## config.mk

```make
export PLATFORM = sky130hd
export DESIGN_NAME = gpio_port_ctrl
export DESIGN_NICKNAME = d
export VERILOG_FILES = /design/src/rtl/gpio_pkg.sv /design/src/rtl/gpio_sync.sv /design/src/rtl/gpio_addr_dec.sv /design/src/rtl/gpio_regs.sv /design/src/rtl/gpio_port_ctrl.sv
export SDC_FILE = /design/constraint.sdc
export NUM_CORES = 2
export LEC_CHECK = 0
export BUFFER_PORTS_ARGS = -buffer_cell sky130_fd_sc_hd__buf_2
export CORE_MARGIN = 2
export CORE_UTILIZATION = 24
export DETAILED_ROUTE_END_ITERATION = 10
export GPL_TIMING_DRIVEN = 0
export PLACE_DENSITY = 0.48
export REMOVE_ABC_BUFFERS = 1
export SLEW_MARGIN = 10
export SYNTH_ARGS = -nofsm -noshare
export SYNTH_HDL_FRONTEND = slang
export SYNTH_SLANG_ARGS = --single-unit
export TNS_END_PERCENT = 1
```

## constraint.sdc

```tcl
create_clock -name clk -period 5.3 [get_ports clk]
set_input_delay 0.795 -clock clk [delete_from_list [all_inputs] [get_ports clk]]
set_output_delay 0.795 -clock clk [all_outputs]
set_load 0.05 [all_outputs]
```

## src/rtl/gpio_pkg.sv

```systemverilog
package gpio_pkg;

    localparam int unsigned BUS_W  = 32;
    localparam int unsigned ADDR_W = 14;

    // address space selector, bus_addr[13:12]
    localparam logic [1:0] SPACE_BYTE = 2'd0;
    localparam logic [1:0] SPACE_WORD = 2'd1;
    localparam logic [1:0] SPACE_REG  = 2'd2;

    // register group selector, bus_addr[9:7]
    localparam logic [2:0] GRP_DIR   = 3'd0;
    localparam logic [2:0] GRP_MASK  = 3'd1;
    localparam logic [2:0] GRP_PORT  = 3'd2;
    localparam logic [2:0] GRP_MPORT = 3'd3;
    localparam logic [2:0] GRP_SET   = 3'd4;
    localparam logic [2:0] GRP_CLR   = 3'd5;
    localparam logic [2:0] GRP_TGL   = 3'd6;

    typedef enum logic [3:0] {
        ACC_NONE,
        ACC_BYTE,
        ACC_WORD,
        ACC_DIR,
        ACC_MASK,
        ACC_PORT,
        ACC_MPORT,
        ACC_SET,
        ACC_CLR,
        ACC_TGL
    } acc_kind_e;

endpackage

```

## src/rtl/gpio_sync.sv

```systemverilog
module gpio_sync #(
    parameter int unsigned W = 96
) (
    input  logic         clk,
    input  logic         rst_n,
    input  logic [W-1:0] din,
    output logic [W-1:0] dout
);

    typedef struct packed {
        logic [W-1:0] s1;
        logic [W-1:0] s2;
    } sync_t;

    sync_t sync_d, sync_q;

    always_comb begin
        sync_d.s1 = din;
        sync_d.s2 = sync_q.s1;
    end

    always_ff @(posedge clk or negedge rst_n) begin
        if (!rst_n) sync_q <= '0;
        else        sync_q <= sync_d;
    end

    assign dout = sync_q.s2;

endmodule

```

## src/rtl/gpio_addr_dec.sv

```systemverilog
module gpio_addr_dec
    import gpio_pkg::*;
#(
    parameter int unsigned NUM_PORTS = 3,
    parameter int unsigned PORT_W    = 32,
    localparam int unsigned PIX_W    = (NUM_PORTS > 1) ? $clog2(NUM_PORTS) : 1,
    localparam int unsigned BIT_W    = (PORT_W > 1) ? $clog2(PORT_W) : 1
) (
    input  logic [ADDR_W-1:0] addr,
    input  logic              size_word,
    output acc_kind_e         kind,
    output logic [PIX_W-1:0]  port,
    output logic [BIT_W-1:0]  bitpos
);

    localparam int unsigned PIN_COUNT = NUM_PORTS * PORT_W;

    logic [11:0] pin_lin;
    logic        pin_hit;

    always_comb begin
        kind    = ACC_NONE;
        port    = '0;
        bitpos  = '0;
        pin_lin = '0;
        pin_hit = 1'b0;
        unique case (addr[13:12])
            SPACE_BYTE: begin
                if (32'(addr[11:0]) < PIN_COUNT) begin
                    pin_lin = addr[11:0];
                    pin_hit = 1'b1;
                    kind    = ACC_BYTE;
                end
            end
            SPACE_WORD: begin
                if (size_word && addr[1:0] == 2'b00 &&
                    32'(addr[11:2]) < PIN_COUNT) begin
                    pin_lin = {2'b00, addr[11:2]};
                    pin_hit = 1'b1;
                    kind    = ACC_WORD;
                end
            end
            SPACE_REG: begin
                if (size_word && addr[1:0] == 2'b00 && addr[11:10] == 2'b00 &&
                    32'(addr[6:2]) < NUM_PORTS) begin
                    port = PIX_W'(addr[6:2]);
                    unique case (addr[9:7])
                        GRP_DIR:   kind = ACC_DIR;
                        GRP_MASK:  kind = ACC_MASK;
                        GRP_PORT:  kind = ACC_PORT;
                        GRP_MPORT: kind = ACC_MPORT;
                        GRP_SET:   kind = ACC_SET;
                        GRP_CLR:   kind = ACC_CLR;
                        GRP_TGL:   kind = ACC_TGL;
                        default:   kind = ACC_NONE;
                    endcase
                end
            end
            default: kind = ACC_NONE;
        endcase
        if (pin_hit) begin
            port   = PIX_W'(32'(pin_lin) / PORT_W);
            bitpos = BIT_W'(32'(pin_lin) % PORT_W);
        end
    end

endmodule

```

## src/rtl/gpio_regs.sv

```systemverilog
module gpio_regs
    import gpio_pkg::*;
#(
    parameter int unsigned NUM_PORTS = 3,
    parameter int unsigned PORT_W    = 32,
    localparam int unsigned PIX_W    = (NUM_PORTS > 1) ? $clog2(NUM_PORTS) : 1,
    localparam int unsigned BIT_W    = (PORT_W > 1) ? $clog2(PORT_W) : 1
) (
    input  logic                              clk,
    input  logic                              rst_n,
    input  logic                              wr_en,
    input  acc_kind_e                         kind,
    input  logic [PIX_W-1:0]                  port,
    input  logic [BIT_W-1:0]                  bitpos,
    input  logic [BUS_W-1:0]                  wdata,
    output logic [NUM_PORTS-1:0][PORT_W-1:0]  dir_q,
    output logic [NUM_PORTS-1:0][PORT_W-1:0]  mask_q,
    output logic [NUM_PORTS-1:0][PORT_W-1:0]  out_q
);

    typedef struct packed {
        logic [NUM_PORTS-1:0][PORT_W-1:0] dir;
        logic [NUM_PORTS-1:0][PORT_W-1:0] mask;
        logic [NUM_PORTS-1:0][PORT_W-1:0] out;
    } reg_state_t;

    reg_state_t st_d, st_q;
    logic [PORT_W-1:0] wword;

    assign wword = wdata[PORT_W-1:0];

    always_comb begin
        st_d = st_q;
        if (wr_en) begin
            unique case (kind)
                ACC_BYTE:  st_d.out[port][bitpos] = wdata[0];
                ACC_WORD:  st_d.out[port][bitpos] = |wdata;
                ACC_DIR:   st_d.dir[port]  = wword;
                ACC_MASK:  st_d.mask[port] = wword;
                ACC_PORT:  st_d.out[port]  = wword;
                ACC_MPORT: st_d.out[port]  = (st_q.out[port] & st_q.mask[port]) |
                                             (wword & ~st_q.mask[port]);
                ACC_SET:   st_d.out[port]  = st_q.out[port] | wword;
                ACC_CLR:   st_d.out[port]  = st_q.out[port] & ~wword;
                ACC_TGL:   st_d.out[port]  = st_q.out[port] ^ wword;
                default:   st_d = st_q;
            endcase
        end
    end

    always_ff @(posedge clk or negedge rst_n) begin
        if (!rst_n) st_q <= '0;
        else        st_q <= st_d;
    end

    assign dir_q  = st_q.dir;
    assign mask_q = st_q.mask;
    assign out_q  = st_q.out;

endmodule

```

## src/rtl/gpio_port_ctrl.sv

```systemverilog
module gpio_port_ctrl
    import gpio_pkg::*;
#(
    parameter int unsigned NUM_PORTS = 3,
    parameter int unsigned PORT_W    = 32,
    localparam int unsigned PIN_COUNT = NUM_PORTS * PORT_W
) (
    input  logic                 clk,
    input  logic                 rst_n,
    input  logic                 bus_en,
    input  logic                 bus_we,
    input  logic                 bus_size,
    input  logic [ADDR_W-1:0]    bus_addr,
    input  logic [BUS_W-1:0]     bus_wdata,
    output logic [BUS_W-1:0]     bus_rdata,
    input  logic [PIN_COUNT-1:0] pin_in,
    output logic [PIN_COUNT-1:0] pin_out,
    output logic [PIN_COUNT-1:0] pin_oe
);

    localparam int unsigned PIX_W = (NUM_PORTS > 1) ? $clog2(NUM_PORTS) : 1;
    localparam int unsigned BIT_W = (PORT_W > 1) ? $clog2(PORT_W) : 1;

    acc_kind_e                        kind;
    logic [PIX_W-1:0]                 port;
    logic [BIT_W-1:0]                 bitpos;
    logic [NUM_PORTS-1:0][PORT_W-1:0] dir_q, mask_q, out_q, pad_sync, pin_val;
    logic [BUS_W-1:0]                 rdata_d, rdata_q;

    gpio_addr_dec #(.NUM_PORTS(NUM_PORTS), .PORT_W(PORT_W)) u_dec (
        .addr      (bus_addr),
        .size_word (bus_size),
        .kind      (kind),
        .port      (port),
        .bitpos    (bitpos)
    );

    gpio_regs #(.NUM_PORTS(NUM_PORTS), .PORT_W(PORT_W)) u_regs (
        .clk    (clk),
        .rst_n  (rst_n),
        .wr_en  (bus_en && bus_we),
        .kind   (kind),
        .port   (port),
        .bitpos (bitpos),
        .wdata  (bus_wdata),
        .dir_q  (dir_q),
        .mask_q (mask_q),
        .out_q  (out_q)
    );

    gpio_sync #(.W(PIN_COUNT)) u_sync (
        .clk   (clk),
        .rst_n (rst_n),
        .din   (pin_in),
        .dout  (pad_sync)
    );

    for (genvar p = 0; p < NUM_PORTS; p++) begin : g_pinval
        assign pin_val[p] = (dir_q[p] & out_q[p]) | (~dir_q[p] & pad_sync[p]);
    end

    always_comb begin
        rdata_d = '0;
        if (bus_en && !bus_we) begin
            unique case (kind)
                ACC_BYTE:  rdata_d[0] = pin_val[port][bitpos];
                ACC_WORD:  rdata_d = {BUS_W{pin_val[port][bitpos]}};
                ACC_DIR:   rdata_d = BUS_W'(dir_q[port]);
                ACC_MASK:  rdata_d = BUS_W'(mask_q[port]);
                ACC_PORT:  rdata_d = BUS_W'(pin_val[port]);
                ACC_MPORT: rdata_d = BUS_W'(pin_val[port] & ~mask_q[port]);
                default:   rdata_d = '0;
            endcase
        end
    end

    always_ff @(posedge clk or negedge rst_n) begin
        if (!rst_n) rdata_q <= '0;
        else        rdata_q <= rdata_d;
    end

    assign bus_rdata = rdata_q;
    assign pin_out   = out_q;
    assign pin_oe    = dir_q;

endmodule

```

# ---- After elaboration in Yosys (flattened, before gate mapping)
# Index checks and enable logic that the tools add are counted.
dict set report word_totals {
  reg_bits 512
  input_bits 147
  output_inout_bits 224
  word_cells 120
}
dict set report op_classes {
  order_cmp 7
  n_eq_ne 17
  muxes 44
  n_bitwise 21
  n_reduce_logical 19
}
# cell n
set op_table {}
lappend op_table {{bitwise mux 96 bit} 9}
lappend op_table {{case mux 96 bit (7 select lines)} 1}
lappend op_table {{bitwise AND 32 bit} 10}
lappend op_table {{binary-select mux 32 bit (select 2 bit)} 4}
lappend op_table {{2-to-1 mux 32 bit} 7}
lappend op_table {{NOT 32 bit} 5}
lappend op_table {{OR 32 bit} 5}
lappend op_table {{case mux 31 bit (5 select lines)} 1}
lappend op_table {{demux 32 bit (select 2 bit)} 2}
lappend op_table {{OR reduction 32 bit} 1}
lappend op_table {{XOR 32 bit} 1}
lappend op_table {{case mux 4 bit (7 select lines)} 1}
lappend op_table {{== test 4 x 3 -> 1 bit (second input constant)} 4}
lappend op_table {{2-to-1 mux 7 bit} 2}
lappend op_table {{case mux 7 bit (2 select lines)} 1}
lappend op_table {{less-than comparator 12 x 7 -> 1 bit (second input constant)} 1}
lappend op_table {{case mux 4 bit (3 select lines)} 1}
lappend op_table {{less-than comparator 10 x 7 -> 1 bit (second input constant)} 1}
lappend op_table {{== test 3 bit (second input constant)} 3}
lappend op_table {{== test 4 x 2 -> 1 bit (second input constant)} 2}
lappend op_table {{== test 4 bit (second input constant)} 2}
lappend op_table {{logical AND 1 bit} 8}
lappend op_table {{2-to-1 mux 2 bit} 4}
lappend op_table {{nonzero test 7 bit} 1}
lappend op_table {{other kinds (22)} 31}

# ---- Logic depth before layout (Yosys ltp)
dict set report depth {
  word_depth 14
  ltp_mapped 17
  mapped_depth_nobuf 13
}

# ---- Modules after synthesis
# From an unflattened synthesis, not the netlist that was laid out.
dict set report unflattened {
  cells_unflattened 3186
  hier_area_um2 30516.8
}
# module instances cells_per_inst area_per_inst_um2 seq_area_each_um2
set by_module_without_submodules {}
lappend by_module_without_submodules {gpio_regs 1 2266 20342.0 7206.9}
lappend by_module_without_submodules {gpio_port_ctrl 1 686 5038.6 800.8}
lappend by_module_without_submodules {gpio_sync 1 192 4804.6 4804.6}
lappend by_module_without_submodules {gpio_addr_dec 1 42 331.6 0.0}

# ---- Least setup slack after synthesis
# No wires, ideal clock.
dict set report synth_timing {
  path_kind {input to register}
  from {input bus_addr[3]}
  to {register u_regs.st_q, in the netlist u_regs.out_q[89]}
  setup_time_ps 140
  arrival_time_ps 3516
  t_required_ps 5160
  path_slack_ps 1644
  path_stages 14
  n_path_buf 5
  cell_sequence {buf_2 nor4b_1 and4b_1 buf_1 a21oi_2 buf_2 buf_2 buf_1 a31oi_1 ha_1 a221oi_1 o21ai_1 a2111oi_0 a31oi_1}
}
dict set report synth_between {
  elab_chain_len 13
  word_cells_on_any_way 59
  cone_classes {7 x order compare; 7 x eq/ne; 32 x mux; 7 x bitwise; 6 x reduce/logical}
}
# element line_no
set synth_rtl {}
lappend synth_rtl {{start, declared} gpio_port_ctrl.sv:13} ;# input logic [ADDR_W-1:0] bus_addr,
lappend synth_rtl {{less-than comparator 10 x 7 -> 1 bit} gpio_addr_dec.sv:37} ;# 32'(addr[11:2]) < PIN_COUNT) begin
lappend synth_rtl {{logical AND 1 bit} gpio_addr_dec.sv:36} ;# if (size_word && addr[1:0] == 2'b00 &&
lappend synth_rtl {{2-to-1 mux 7 bit / 2-to-1 mux 1 bit (equally long branches)} gpio_addr_dec.sv:36}
lappend synth_rtl {{case mux 7 bit (2 select lines) / case mux 1 bit (2 select lines) (equally long branches)} gpio_addr_dec.sv:27} ;# unique case (addr[13:12])
lappend synth_rtl {{2-to-1 mux 5 bit} gpio_addr_dec.sv:61} ;# if (pin_hit) begin
lappend synth_rtl {{less-than comparator 5 x 6 -> 1 bit (implied by the code) / greater-or-equal comparator 5 x 1 -> 1 bit (equally long branches)} {gpio_regs.sv:36, gpio_regs.sv:37}}
lappend synth_rtl {{logical AND 1 bit (implied by the code)} {gpio_regs.sv:36, gpio_regs.sv:37}}
lappend synth_rtl {{2-to-1 mux 1 bit (implied by the code)} {gpio_regs.sv:36, gpio_regs.sv:37}}
lappend synth_rtl {{demux 1 bit (select 5 bit)} --}
lappend synth_rtl {{2-to-1 mux 32 bit (implied by the code)} {gpio_regs.sv:36, gpio_regs.sv:37}}
lappend synth_rtl {{demux 32 bit (select 2 bit)} --}
lappend synth_rtl {{bitwise mux 96 bit (on tied branches)} {gpio_regs.sv:37, gpio_regs.sv:36}}
lappend synth_rtl {{case mux 96 bit (7 select lines)} gpio_regs.sv:35} ;# unique case (kind)
lappend synth_rtl {{end signal, assigned} gpio_regs.sv:53} ;# else st_q <= st_d;
lappend synth_rtl {{end, declared} gpio_regs.sv:27} ;# reg_state_t st_d, st_q;
# Several ways; a longest one is shown, not always the timed one. The select of a mux whose other input is x is not followed.
# A chain may end at the register's enable or synchronous reset.

# ---- Worst setup path in the final report
dict set report layout_timing {
  from {input bus_addr[9]}
  to {register rdata_q[10] (netlist: bus_rdata[10])}
}
dict set report layout_between {
  elab_chain_len 11
  word_cells_on_any_way 40
  cone_classes {2 x order compare; 11 x eq/ne; 23 x mux; 2 x bitwise; 2 x reduce/logical}
}
# element line_no
set layout_rtl {}
lappend layout_rtl {{less-than comparator 10 x 7 -> 1 bit} gpio_addr_dec.sv:37}
lappend layout_rtl {{logical AND 1 bit} gpio_addr_dec.sv:36}
lappend layout_rtl {{2-to-1 mux 7 bit / 2-to-1 mux 1 bit (equally long branches)} gpio_addr_dec.sv:36}
lappend layout_rtl {{case mux 7 bit (2 select lines) / case mux 1 bit (2 select lines) (equally long branches)} gpio_addr_dec.sv:27}
lappend layout_rtl {{2-to-1 mux 2 bit} gpio_addr_dec.sv:61}
lappend layout_rtl {{binary-select mux 32 bit (select 2 bit) (on tied branches)} --}
lappend layout_rtl {{2-to-1 mux 32 bit (on tied branches)} --}
lappend layout_rtl {{binary-select mux 1 bit (select 5 bit) / NOT 32 bit (equally long branches)} {gpio_port_ctrl.sv:67, gpio_port_ctrl.sv:71}}
lappend layout_rtl {{2-to-1 mux 1 bit (implied by the code) / bitwise AND 32 bit (equally long branches)} {gpio_port_ctrl.sv:67, gpio_port_ctrl.sv:71}}
lappend layout_rtl {{case mux 31 bit (5 select lines) *} gpio_port_ctrl.sv:65} ;# unique case (kind)
lappend layout_rtl {{2-to-1 mux 32 bit *} gpio_port_ctrl.sv:64} ;# if (bus_en && !bus_we) begin
lappend layout_rtl {{net rdata_d[10]} gpio_port_ctrl.sv:28} ;# logic [BUS_W-1:0] rdata_d, rdata_q;
lappend layout_rtl {{end signal, assigned} gpio_port_ctrl.sv:79} ;# else rdata_q <= rdata_d;
lappend layout_rtl {{end, declared} gpio_port_ctrl.sv:28}
# The timed path passes the listed nets; every way through them passes the cells marked *. The select of a mux whose other input is x is not followed.

==> impl_metrics.json <==
{
  "status": "complete, no violations",
  "syn_area_um2": 27700,
  "first_pass_iters": 6,
  "drt-vias-per-instance": 5.35,
  "htree_levels": 3,
  "yosysMostFrequentCell": "dfrtp_1",
  "hold_class": "input pin to flop",
  "antenna_found_initial": 6,
  "skew_ps": 27.4,
  "numPortBuffers": 370,
  "ys_seq_area_share_pct": 46.2,
  "place_hpwl_mm": 93.0,
  "cts_buffer_depth": 3,
  "synthDistinctLibCells": 87,
  "insertion_delay_ps": 660,
  "grt_pass1_vias": 24500,
  "layout.nets": 3376,
  "grt_pass1_wl_mm": 186,
  "synth_top_area_share_pct": 46.2,
  "startpoint_type": "input pin",
  "async_flop_share_pct": 100,
  "required_ps": 5780,
  "syn_avg_cell_area_um2": 9.66,
  "path_max_fanout": 47,
  "post_drt_wl_per_cell_um": 27.8,
  "die_x_um": 344,
  "synth_flop_cell": "dfrtp_1",
  "cap_violations": 0,
  "utilization_pct": 30.3,
  "cts_tree": "done",
  "clk_pin_slew_worst_paths_ps": 60,
  "final_hold_viol_count": 0,
  "syn2layout_area_growth_pct": 25.2,
  "finalCriticalPeriod_ps": 5170,
  "synth_common_cells": "dfrtp_1 (512), nor2_1 (306), o21ai_0 (270)",
  "crit_type": "input pin to flop",
  "ys_seq_elements": 512,
  "finalWorstSetupSlack_ps": 127,
  "postCtsSetupBuffers": 0,
  "worstHoldStart": "pin_in[84]",
  "drt-initial-drc-count": 2749,
  "worstSetupStartpoint": "bus_addr[9]",
  "fin_setup_tns_ps": 0,
  "synth_cells": 2870,
  "fp-row-count": 124,
  "die_y_um": 344,
  "grt_overflow": 0,
  "pre_cts_ws_ps": -1880,
  "p_leak_nw": 15.3,
  "maxSlewViolCount": 0,
  "arrival_ps": 5660,
  "dieArea_um2": 118000,
  "start_util_pct": 24.2,
  "yosysTopAreaCell": "dfrtp_1",
  "wl_mm": 132,
  "crit_path_end_kind": "flop",
  "layout-drive-gt1-share_pct": 28.6,
  "post-route-period-util_pct": 97.6,
  "cts_root_buffer": "clkbuf_16",
  "slew-limit-headroom_pct": 15.1,
  "cts_buffers": 69,
  "setup_viol_count_final": 0,
  "peakVddDrop_mv": 0.184,
  "gp_congestion": 0.826,
  "max_freq_mhz": 193,
  "r2r-start": "u_regs.dir_q[95]$_DFFE_PN0P_",
  "route.detailed.drc": 0,
  "postRouteAntennaNets": 0,
  "fill_cells": 12000,
  "io-pin-count": 371,
  "synth_edf_count": 0,
  "core_um2": 115000,
  "worst_pin_slew_ps": 1250,
  "grt_max_degree": 89,
  "grt.total_usage_pct": 21.7,
  "p_per_area_nw_per_um2": 268,
  "via_count": 25300,
  "ys_warn_count": 0,
  "clock-sinks": 512,
  "totalPowerFinal_mw": 9.32,
  "ys_top_cells_by_area": "dfrtp_1 (46%), mux2_2 (11%), o21ai_0 (4.9%), nor2_1 (4.1%), a21oi_1 (4.0%)"
}
==> cells in the final DEF, fill, tap and decap left out, types with 9 or more instances in the layout <==
master     instances
clkbuf_16         71
a41oi_1           20
o21ai_0          269
dfrtp_1          512
o21ai_2           30
a22oi_1           35
nand2_1          246
o21ai_1           11
nand3_1           33
clkinv_2          13
o21a_1            15
nor2_4             9
a21oi_1          224
a221oi_1          44
inv_1             76
buf_16            33
a31oi_1          107
o221ai_1           9
and2_1             9
clkbuf_1          10
nor3_1            50
mux2_2           264
nor2_1           298
buf_2            371
mux2i_1           88
ha_1              64
nor4_1            11
clkbuf_8          10
a222oi_1          37
nor2b_1            9
buf_12            25
a211oi_1          24
==> report_power, final <==
group / leakage (nW) / switching, mW / internal [mW]
registers: 6.71 / 0.0286 / 3.99
logic: 7.44 / 0.318 / 0.131
clock network: 1.13 / 1.96 / 2.90
total: 15.3 / 2.30 / 7.01
==> worst paths after layout <==
path	end	depth (start not counted)	slack, ps
setup reg to reg	bus_rdata[10]$_DFF_PN0_	10	1790
hold reg to reg	u_sync.dout[34]$_DFF_PN0_	0	340
max in group asynchronous	u_regs.dir_q[81]$_DFFE_PN0P_	5	3080
setup / recovery	bus_rdata[10]$_DFF_PN0_	14	130
min in group asynchronous	u_regs.dir_q[43]$_DFFE_PN0P_	2	560
hold / removal	u_sync.sync_d[84]$_DFF_PN0_	1	240
==> critical path: stages <==
cell and delay [ps]:
buf_2 210, nor4_4 560, and3_4 490, buf_16 260
buf_16 270, a22o_1 380, nand3_2 590, a211oi_2 790
o21ai_0 200, o2111ai_1 140, nor4_2 100, nand2_4 350
buf_12 290, o21ai_2 120
==> logic make-up after synthesis <==
| group | Yosys count | share of synthesized area, % |
|---|---|---|
| AO/OA/AOI/OAI | 917 | 21.1 |
| flip-flops | 512 | 46.2 |
| AND/OR/NAND/NOR | 722 | 11.2 |
| buffers and inverters | 301 | 4.64 |
| adder cells (fa/ha/maj) | 64 | 2.89 |
| multiplexers | 354 | 14.0 |
==> state kept, by name, indices dropped and copies added (netlist names) <==
register	count
u_regs.dir_q	96
u_regs.mask_q	96
u_regs.out_q	96
u_sync.dout	96
u_sync.sync_d	96
bus_rdata	32
==> layout make-up <==
| type | instances | area [um^2] | area share (%) |
|---|---|---|---|
| multi-input combinational | 2057 | 13900 | 40.1 |
| sequential | 512 | 12800 | 36.9 |
| timing repair buffer | 448 | 3480 | 10.0 |
| clock buffer | 91 | 1950 | 5.62 |
| tap | 1512 | 1890 | 5.45 |
| clock inverter | 33 | 360 | 1.04 |
| inverter | 77 | 289 | 0.832 |
| antenna | 1 | 2.50 | 0.00721 |
==> stage by stage <==
stage	cell area [um^2]	hold slack (ps)	cells
2_1_floorplan	26700	331	2646
3_3_place_gp	30500	333	4528
3_5_place_dp	32300	335	4605
4_1_cts	34700	203	4730
5_1_grt	34700	224	4730
6_report	34700	244	4731
==> metal layers <==
| metal | track usage (%) | routed length (um) |
|---|---|---|
| met1 | 29.6 | 57300 |
| met2 | 33.1 | 58600 |
| met3 | 5.17 | 10900 |
| met4 | 8.34 | 4750 |
| met5 | 0 | 27 |
==> what timing repair did <==
item	CTS	global route
setup endpoints to repair	36	18
cloned	0	0
endpoints found under the hold margin	13	0
resized for setup	10	3
hold buffers	1	0
No activity file was read; power rests on OpenSTA's default activity.
